<file path="src/rtl/sem_pkg.sv">
package sem_pkg;

  typedef enum logic [1:0] {
    SEM_FREE   = 2'd0,
    SEM_HOST   = 2'd1,
    SEM_COPROC = 2'd2
  } semState_e;

  // Per-lock strobes from control to datapath
  typedef struct packed {
    logic hostSet;
    logic hostClr;
    logic cpSet;
    logic cpClr;
  } semStrobe_t;

endpackage

</file>
<file path="src/rtl/sem_ctrl.sv">
module sem_ctrl
  import sem_pkg::*;
#(
  parameter int NUM_SEM = 8,
  parameter int IDX_W   = 3
) (
  input  logic                       clk,
  input  logic                       rst,
  input  logic                       hostWrEn,
  input  logic [2*NUM_SEM-1:0]       hostWrData,
  input  logic                       cpSetReq,
  input  logic                       cpClrReq,
  input  logic [IDX_W-1:0]           cpIdx,
  input  logic [NUM_SEM-1:0]         hostOwned,
  output semStrobe_t [NUM_SEM-1:0]   strobes,
  output logic                       cpSetOk
);

  logic [NUM_SEM-1:0] maskField;
  logic [NUM_SEM-1:0] dataField;
  logic               idxValid;
  logic               hostHoldsIdx;

  assign maskField = hostWrData[2*NUM_SEM-1:NUM_SEM];
  assign dataField = hostWrData[NUM_SEM-1:0];
  assign idxValid  = (int'(cpIdx) < NUM_SEM);

  always_comb begin
    hostHoldsIdx = 1'b0;
    for (int k = 0; k < NUM_SEM; k++) begin
      if (int'(cpIdx) == k) hostHoldsIdx = hostOwned[k];
    end
  end

  for (genvar g = 0; g < NUM_SEM; g++) begin : g_decode
    logic cpHit;
    assign cpHit = (cpIdx == IDX_W'(g));
    assign strobes[g].hostSet = hostWrEn & maskField[g] & dataField[g];
    assign strobes[g].hostClr = hostWrEn & maskField[g] & ~dataField[g];
    assign strobes[g].cpSet   = cpSetReq & cpHit;
    assign strobes[g].cpClr   = cpClrReq & ~cpSetReq & cpHit;
  end

  always_ff @(posedge clk) begin
    if (rst) cpSetOk <= 1'b0;
    else     cpSetOk <= cpSetReq & idxValid & ~hostHoldsIdx;
  end

endmodule

</file>
<file path="src/rtl/sem_datapath.sv">
module sem_datapath
  import sem_pkg::*;
#(
  parameter int NUM_SEM = 8
) (
  input  logic                     clk,
  input  logic                     rst,
  input  semStrobe_t [NUM_SEM-1:0] strobes,
  output logic [NUM_SEM-1:0]       hostOwned,
  output logic [NUM_SEM-1:0]       cpOwned
);

  for (genvar g = 0; g < NUM_SEM; g++) begin : g_sem
    semState_e semState;

    always_ff @(posedge clk) begin
      if (rst) begin
        semState <= SEM_FREE;
      end else begin
        unique case (semState)
          SEM_FREE: begin
            if (strobes[g].cpSet)        semState <= SEM_COPROC;
            else if (strobes[g].hostSet) semState <= SEM_HOST;
          end
          SEM_HOST: begin
            if (strobes[g].hostClr) semState <= SEM_FREE;
          end
          SEM_COPROC: begin
            if (strobes[g].cpClr) semState <= SEM_FREE;
          end
          default: semState <= SEM_FREE;
        endcase
      end
    end

    assign hostOwned[g] = (semState == SEM_HOST);
    assign cpOwned[g]   = (semState == SEM_COPROC);
  end

endmodule

</file>
<file path="src/rtl/dual_lock_bank.sv">
module dual_lock_bank
  import sem_pkg::*;
#(
  parameter int NUM_SEM = 8,
  localparam int REG_W = 2 * NUM_SEM,
  localparam int IDX_W = (NUM_SEM > 1) ? $clog2(NUM_SEM) : 1
) (
  input  logic             clk,
  input  logic             rst,
  input  logic             hostWrEn,
  input  logic [REG_W-1:0] hostWrData,
  output logic [REG_W-1:0] hostRdData,
  input  logic             cpSetReq,
  input  logic             cpClrReq,
  input  logic [IDX_W-1:0] cpIdx,
  output logic             cpSetOk
);

  semStrobe_t [NUM_SEM-1:0] strobes;
  logic [NUM_SEM-1:0]       hostOwned;
  logic [NUM_SEM-1:0]       cpOwned;

  sem_ctrl #(.NUM_SEM(NUM_SEM), .IDX_W(IDX_W)) u_ctrl (
    .clk        (clk),
    .rst        (rst),
    .hostWrEn   (hostWrEn),
    .hostWrData (hostWrData),
    .cpSetReq   (cpSetReq),
    .cpClrReq   (cpClrReq),
    .cpIdx      (cpIdx),
    .hostOwned  (hostOwned),
    .strobes    (strobes),
    .cpSetOk    (cpSetOk)
  );

  sem_datapath #(.NUM_SEM(NUM_SEM)) u_dp (
    .clk       (clk),
    .rst       (rst),
    .strobes   (strobes),
    .hostOwned (hostOwned),
    .cpOwned   (cpOwned)
  );

  assign hostRdData = {{NUM_SEM{1'b0}}, hostOwned};

endmodule

</file>
<file path="config.mk">
export PLATFORM = sky130hd
export DESIGN_NAME = dual_lock_bank
export DESIGN_NICKNAME = d
export VERILOG_FILES = /design/src/rtl/sem_pkg.sv /design/src/rtl/sem_ctrl.sv /design/src/rtl/sem_datapath.sv /design/src/rtl/dual_lock_bank.sv
export SDC_FILE = /design/constraint.sdc
export NUM_CORES = 1
export LEC_CHECK = 0
export BUFFER_PORTS_ARGS = -buffer_cell sky130_fd_sc_hd__buf_2
export CAP_MARGIN = 20
export CORE_MARGIN = 10
export CORE_UTILIZATION = 45
export CTS_CLUSTER_DIAMETER = 60
export DETAILED_ROUTE_END_ITERATION = 8
export PLACE_DENSITY = 0.8
export SETUP_SLACK_MARGIN = 0.5
export SLEW_MARGIN = 10
export SYNTH_ARGS = -nofsm -noshare
export SYNTH_HDL_FRONTEND = slang
export SYNTH_SLANG_ARGS = --single-unit
</file>
<file path="constraint.sdc">
create_clock -name clk -period 1.4 [get_ports clk]
set_input_delay 0.21 -clock clk [delete_from_list [all_inputs] [get_ports clk]]
set_output_delay 0.21 -clock clk [all_outputs]
set_load 0.01 [all_outputs]
</file>
Word-level counts from Yosys, hierarchy flattened
Index checks and enable logic that the tools add are counted.
{ "classes": {"eq_ne": 54, "muxes": 48, "bitwise": 52, "n_reduce_logical": 18} }
{ "ops": {"columns": ["operator", "n"], "rows": [
  ["$mux 2", 32],
  ["$pmux 2 s3", 8],
  ["$and 1x1->1", 42],
  ["$ne 2x2->1 const B", 16],
  ["$eq 3x3->1 const B", 8],
  ["$ne 3x3->1 const B", 8],
  ["$reduce_and 3->1", 8],
  ["$eq 2x1->1 const B", 8],
  ["$eq 2x2->1 const B", 8],
  ["$logic_not 2->1", 8],
  ["$eq 3x2->1 const B", 4],
  ["$not 1->1", 10],
  ["$mux 1", 8],
  ["$eq 3x1->1 const B", 2],
  ["$logic_not 3->1", 2]
]} }
{ "word_totals": {"reg_bits": 17, "input_bits": 24} }

Logic depth before layout (Yosys ltp)
{ "logic_depth": {"ltp_word": 11, "ltp_mapped": 4} }

Modules after synthesis
From an unflattened synthesis, not the netlist that was laid out.
{ "unflattened": {"hier_cells": 142, "hier_area_um2": 1173.6} }
{ "by_module_without_submodules": {"columns": ["mod", "area_per_inst_um2", "n_inst", "cells_per_inst"], "rows": [
  ["sem_datapath", 763.2, 1, 73],
  ["sem_ctrl", 346.6, 1, 60],
  ["dual_lock_bank", 63.8, 1, 9]
]} }

Worst setup path after synthesis
Ideal clock, no wire load.
{ "synth_path": {"kind": "register to register", "startpoint": "register u_dp.g_sem[6].semState[0]", "endpoint": "register u_ctrl.cpSetOk", "path_slack_ns": 0.271, "path_buffers": 0, "arrival_time_ns": 1.026, "path_stages_with_launch": 4, "cell_sequence": "dfxtp_1 > nor2b_1 > a311o_1 > a2111oi_2"} }
{ "synth_between": {"elab_chain_len": 5} }
{ "synth_rtl": {"columns": ["item", "line", "rtl"], "rows": [
  ["start, declared", "sem_datapath.sv:14", "semState_e semState;"],
  ["start signal, assigned", "sem_datapath.sv:18", "semState <= SEM_FREE;"],
  ["start signal, assigned", "sem_datapath.sv:22", "if (strobes[g].cpSet) semState <= SEM_COPROC;"],
  ["start signal, assigned", "sem_datapath.sv:23", "else if (strobes[g].hostSet) semState <= SEM_HOST;"],
  ["$eq 2x1->1", "sem_datapath.sv:36", "assign hostOwned[g] = (semState == SEM_HOST);"],
  ["named net hostRdData[6]", "dual_lock_bank.sv:12", "output logic [REG_W-1:0] hostRdData,"],
  ["$mux 1 (2 in series)", "sem_ctrl.sv:31", "if (int'(cpIdx) == k) hostHoldsIdx = hostOwned[k];"],
  ["$not 1->1", "sem_ctrl.sv:46", "else cpSetOk <= cpSetReq & idxValid & ~hostHoldsIdx;"],
  ["$and 1x1->1", "sem_ctrl.sv:46", null],
  ["end signal, assigned", "sem_ctrl.sv:46", null],
  ["end, declared", "sem_ctrl.sv:16", "output logic cpSetOk"]
]} }
The timed path passes the listed nets, and every way through them passes these cells.
A chain may end at the register's enable or synchronous reset.

Final worst setup path
{ "layout_path": {"startpoint": "register u_dp.g_sem[0].semState[0]", "endpoint": "output port hostRdData[0]"} }
{ "layout_between": {"elab_chain_len": 1} }
{ "layout_rtl": {"columns": ["item", "line"], "rows": [
  ["start, declared", "sem_datapath.sv:14"],
  ["start signal, assigned", "sem_datapath.sv:18"],
  ["start signal, assigned", "sem_datapath.sv:22"],
  ["start signal, assigned", "sem_datapath.sv:23"],
  ["$eq 2x1->1", "sem_datapath.sv:36"],
  ["end, declared", "dual_lock_bank.sv:12"]
]} }
No other way between the ends.

==> impl_metrics.csv <==
group,metric,value,unit
status,status,"complete, no violations",
route,via_per_inst,5.23,
grt,grt_antenna_before_repair,0,
grt,grt_pass1_wl,4310,um
floorplanning,placeableCoreArea,0.00194,mm2
clock_network,cts_buffer_depth,2,
pwr,p_sw,317,uW
route,postRouteAntennaNets,0,
pwr,internal_power,769,uW
pwr,max-vdd-ir-drop,0.563,mV
final_layout,multiInputGateArea,606,um2
synth,synth-seq-cells,17,
grt,grt_usage,12.5,%
sta,min_period_over_period,80.8,%
place,io_buffers,32,
pwr,p_seq_share,48.9,%
pwr,leakage,0.581,nW
worst_hold_path,hold_end,"u_dp.g_sem[5].semState[0]$_SDFFE_PP0P_",
synth,synth_area_leader_cell,"dfxtp_1",
floorplanning,fp-row-count,16,
final_layout,antenna_cells,0,
place,dp_hpwl,1920,um
sta,setup-tns-final,0,ns
final_layout,nFillCells,164,
pwr,p_clk_share,25.3,%
sta,min_period,1.13,ns
clock_network,cts_buffers,3,
setup_path,crit_path_end_kind,"output port",
grt,grt_pass1_vias,990,
grt,grt_start_max_net_pins,17,
flow_run,maxCapViolCount,0,
sta,hold_viol,0,
route,drtPass1Iterations,4,
synth,ys.flop_type,"dfxtp_1",
synth,synthMostInstantiatedCell,"nand2_1",
synth,ys_seq_area_share,37.6,%
clock_network,clkSinkCount,17,
sta,drv_slew,0,
clock_network,path_clk_slew,0.10,ns
route,drc,0,
worst_hold_path,min_path_cells,3,
worst_hold_path,hold_path_startpoint,"hostWrData[5]",
synth,synthTopCellsByCount,"nand2_1, dfxtp_1, nor2b_1",
setup_path,worst-endpoint-arrival,0.92,ns
sta,clock-skew-final,0.00401,ns
pwr,switching_share,29.2,%
setup_path,critPathLaunchType,"flip-flop",
synth,synth.distinct_cells,24,
synth,yosys-top-cells-area,"dfxtp_1, nand2_1, nor2b_1",
final_layout,layout-drive-gt1-share,50.0,%
synth,async_flop_share,0,%
route,wl_per_cell,14.6,um
synth,synth_edf_count,0,
sta,rsz0062_at_grt,"yes",
final_layout,seq_area,359,um2
floorplanning,die_area,0.00420,mm2
synth,syn_inst,116,
setup_path,path_cells,"nor2b_4 -> buf_6",
setup_path,r2r_slack,0.32,ns
clock_network,htree_levels,1,
setup_path,timing.rr.start,"u_dp.g_sem[6].semState[0]$_SDFFE_PP0P_",
floorplanning,io_pins,41,
clock_network,hold_buffers,0,
floorplanning,die_h,64.8,um
clock_network,clkLatencyLatePin,0.30,ns
worst_hold_path,worstHoldPathType,"input pin to flip-flop",
route,drt_iter0_drc,43,
route,routed_wl,2760,um
setup_path,r2r_end,"u_ctrl.cpSetOk$_SDFF_PP0_",
pwr,p_comb_share,25.8,%
pwr,p_per_area,799,mW/mm2
setup_path,path_class,"flip-flop to output port",
route,routed-via-count,988,
sta,setup_viol,0,
final_layout,layout.nets,187,
synth,synth_top_area_share,37.6,%
grt,overflow,0,
clock_network,cts_root_buf,"clkbuf_4",
setup_path,max_stage_delay,0.36,ns
place,gp_congestion,0.782,
sta,holdWs,0.180,ns
setup_path,reg2regPathDepth,3,
synth,netlist_area,905,um2
final_layout,area_delta_synth_final,50.2,%
synth,synth-warning-count,0,
setup_path,cp_slowest_cell,"dfxtp_2",
floorplanning,die_w,64.8,um
setup_path,crit_required,1.19,ns
synth,avgSynthCellArea,7.80,um2
setup_path,critical_path.max_fanout,2,
clock_network,cts_tree,"built",
sta,fmaxAchievable,884,MHz
floorplanning,initial_core_util,46.6,%
-- cell families after synthesis --
| group | count (synthesis) | share of synthesized area, % |
|---|---|---|
| multiplexers | 1 | 1.11 |
| other | 1 | 0.415 |
| AND/OR/NAND/NOR | 63 | 34.3 |
| AO/OA/AOI/OAI | 21 | 17.8 |
| flip-flops | 17 | 37.6 |
| buffers and inverters | 13 | 8.71 |
-- stage by stage --
stage / power (mW) / worst slack (ns) / area, um2 / cells / utilization [%]
2_1_floorplan: 0.660 / 0.272 / 941 / 123 / -
3_3_place_gp: 0.720 / 0.140 / 1070 / 172 / 55.2
3_5_place_dp: 0.728 / 0.114 / 1070 / 172 / 55.2
4_1_cts: 1.06 / 0.291 / 1300 / 186 / 66.9
5_1_grt: 1.14 / 0.233 / 1360 / 189 / 70.0
6_report: 1.09 / 0.269 / 1360 / 189 / 70.0
-- worst max path at each step --
stage / from / end / slack, ns
3_5_place_dp: cpIdx[1] / u_ctrl.cpSetOk$_SDFF_PP0_ / 0.11
4_1_cts: u_dp.g_sem[2].semState[0]$_SDFFE_PP0P_ / hostRdData[2] / 0.29
3_3_place_gp: cpIdx[1] / u_ctrl.cpSetOk$_SDFF_PP0_ / 0.14
6_report: u_dp.g_sem[0].semState[0]$_SDFFE_PP0P_ / hostRdData[0] / 0.27
2_1_floorplan: u_dp.g_sem[6].semState[0]$_SDFFE_PP0P_ / u_ctrl.cpSetOk$_SDFF_PP0_ / 0.27
5_1_grt: u_dp.g_sem[0].semState[0]$_SDFFE_PP0P_ / hostRdData[0] / 0.23
-- sequential cells by signal (all words and copies together), names as in the netlist --
name,count
u_ctrl.cpSetOk,1
u_dp.g_sem.semState,16
-- critical path, delay by kind of cell, from the launching register on --
family | cells | cell delay [ns]
simple gates | 1 | 0.16
buf+inv | 1 | 0.11
flops | 1 | 0.36
-- power groups by stage --
stage	sequential (mW)	combinational [mW]	clock (mW)
after floorplan	0.533	0.127	0
after global placement	0.534	0.186	0
after detailed placement	0.536	0.192	0
after CTS	0.529	0.258	0.271
after global routing	0.534	0.307	0.294
final	0.531	0.280	0.275
-- repair_timing --
item | CTS | global route
pin swaps | 2 | 1
setup buffers | 10 | 3
resized for setup | 37 | 10
endpoints found under the setup margin | 11 | 24
gates cloned | 0 | 0
-- cell type report --
class	instances	share of cell area, %
clock buffer	4	1.93
inverter	1	0.276
multi-input combinational	93	44.6
sequential	17	26.4
tap	27	2.49
timing repair buffer	47	24.3
-- layer usage --
layer / up-vias / GRT usage, % / part of all wire [%]
met4: 0 / 9.63 / 3.0
met1: 460 / 13.1 / 40
met2: 26 / 21.1 / 52
met5: - / 0 / 0
met3: 6 / 3.09 / 5.3
li1: 496 / - / -
-- cell usage in the layout (no fill, tap or decap), drive strengths merged --
| cell | n |
|---|---|
| dfxtp | 17 |
| nor2 | 8 |
| a311o | 1 |
| nand2 | 23 |
| buf | 47 |
| nor4 | 7 |
| a22oi | 3 |
| nand3 | 8 |
| a2111oi | 2 |
| conb | 8 |
| inv | 1 |
| mux2i | 1 |
| clkbuf | 4 |
| a211oi | 7 |
| nor3 | 2 |
| a31oi | 7 |
| a32oi | 1 |
| nor2b | 12 |
| nand4b | 1 |
| and3 | 2 |
Power figures use the tool's default switching activity.
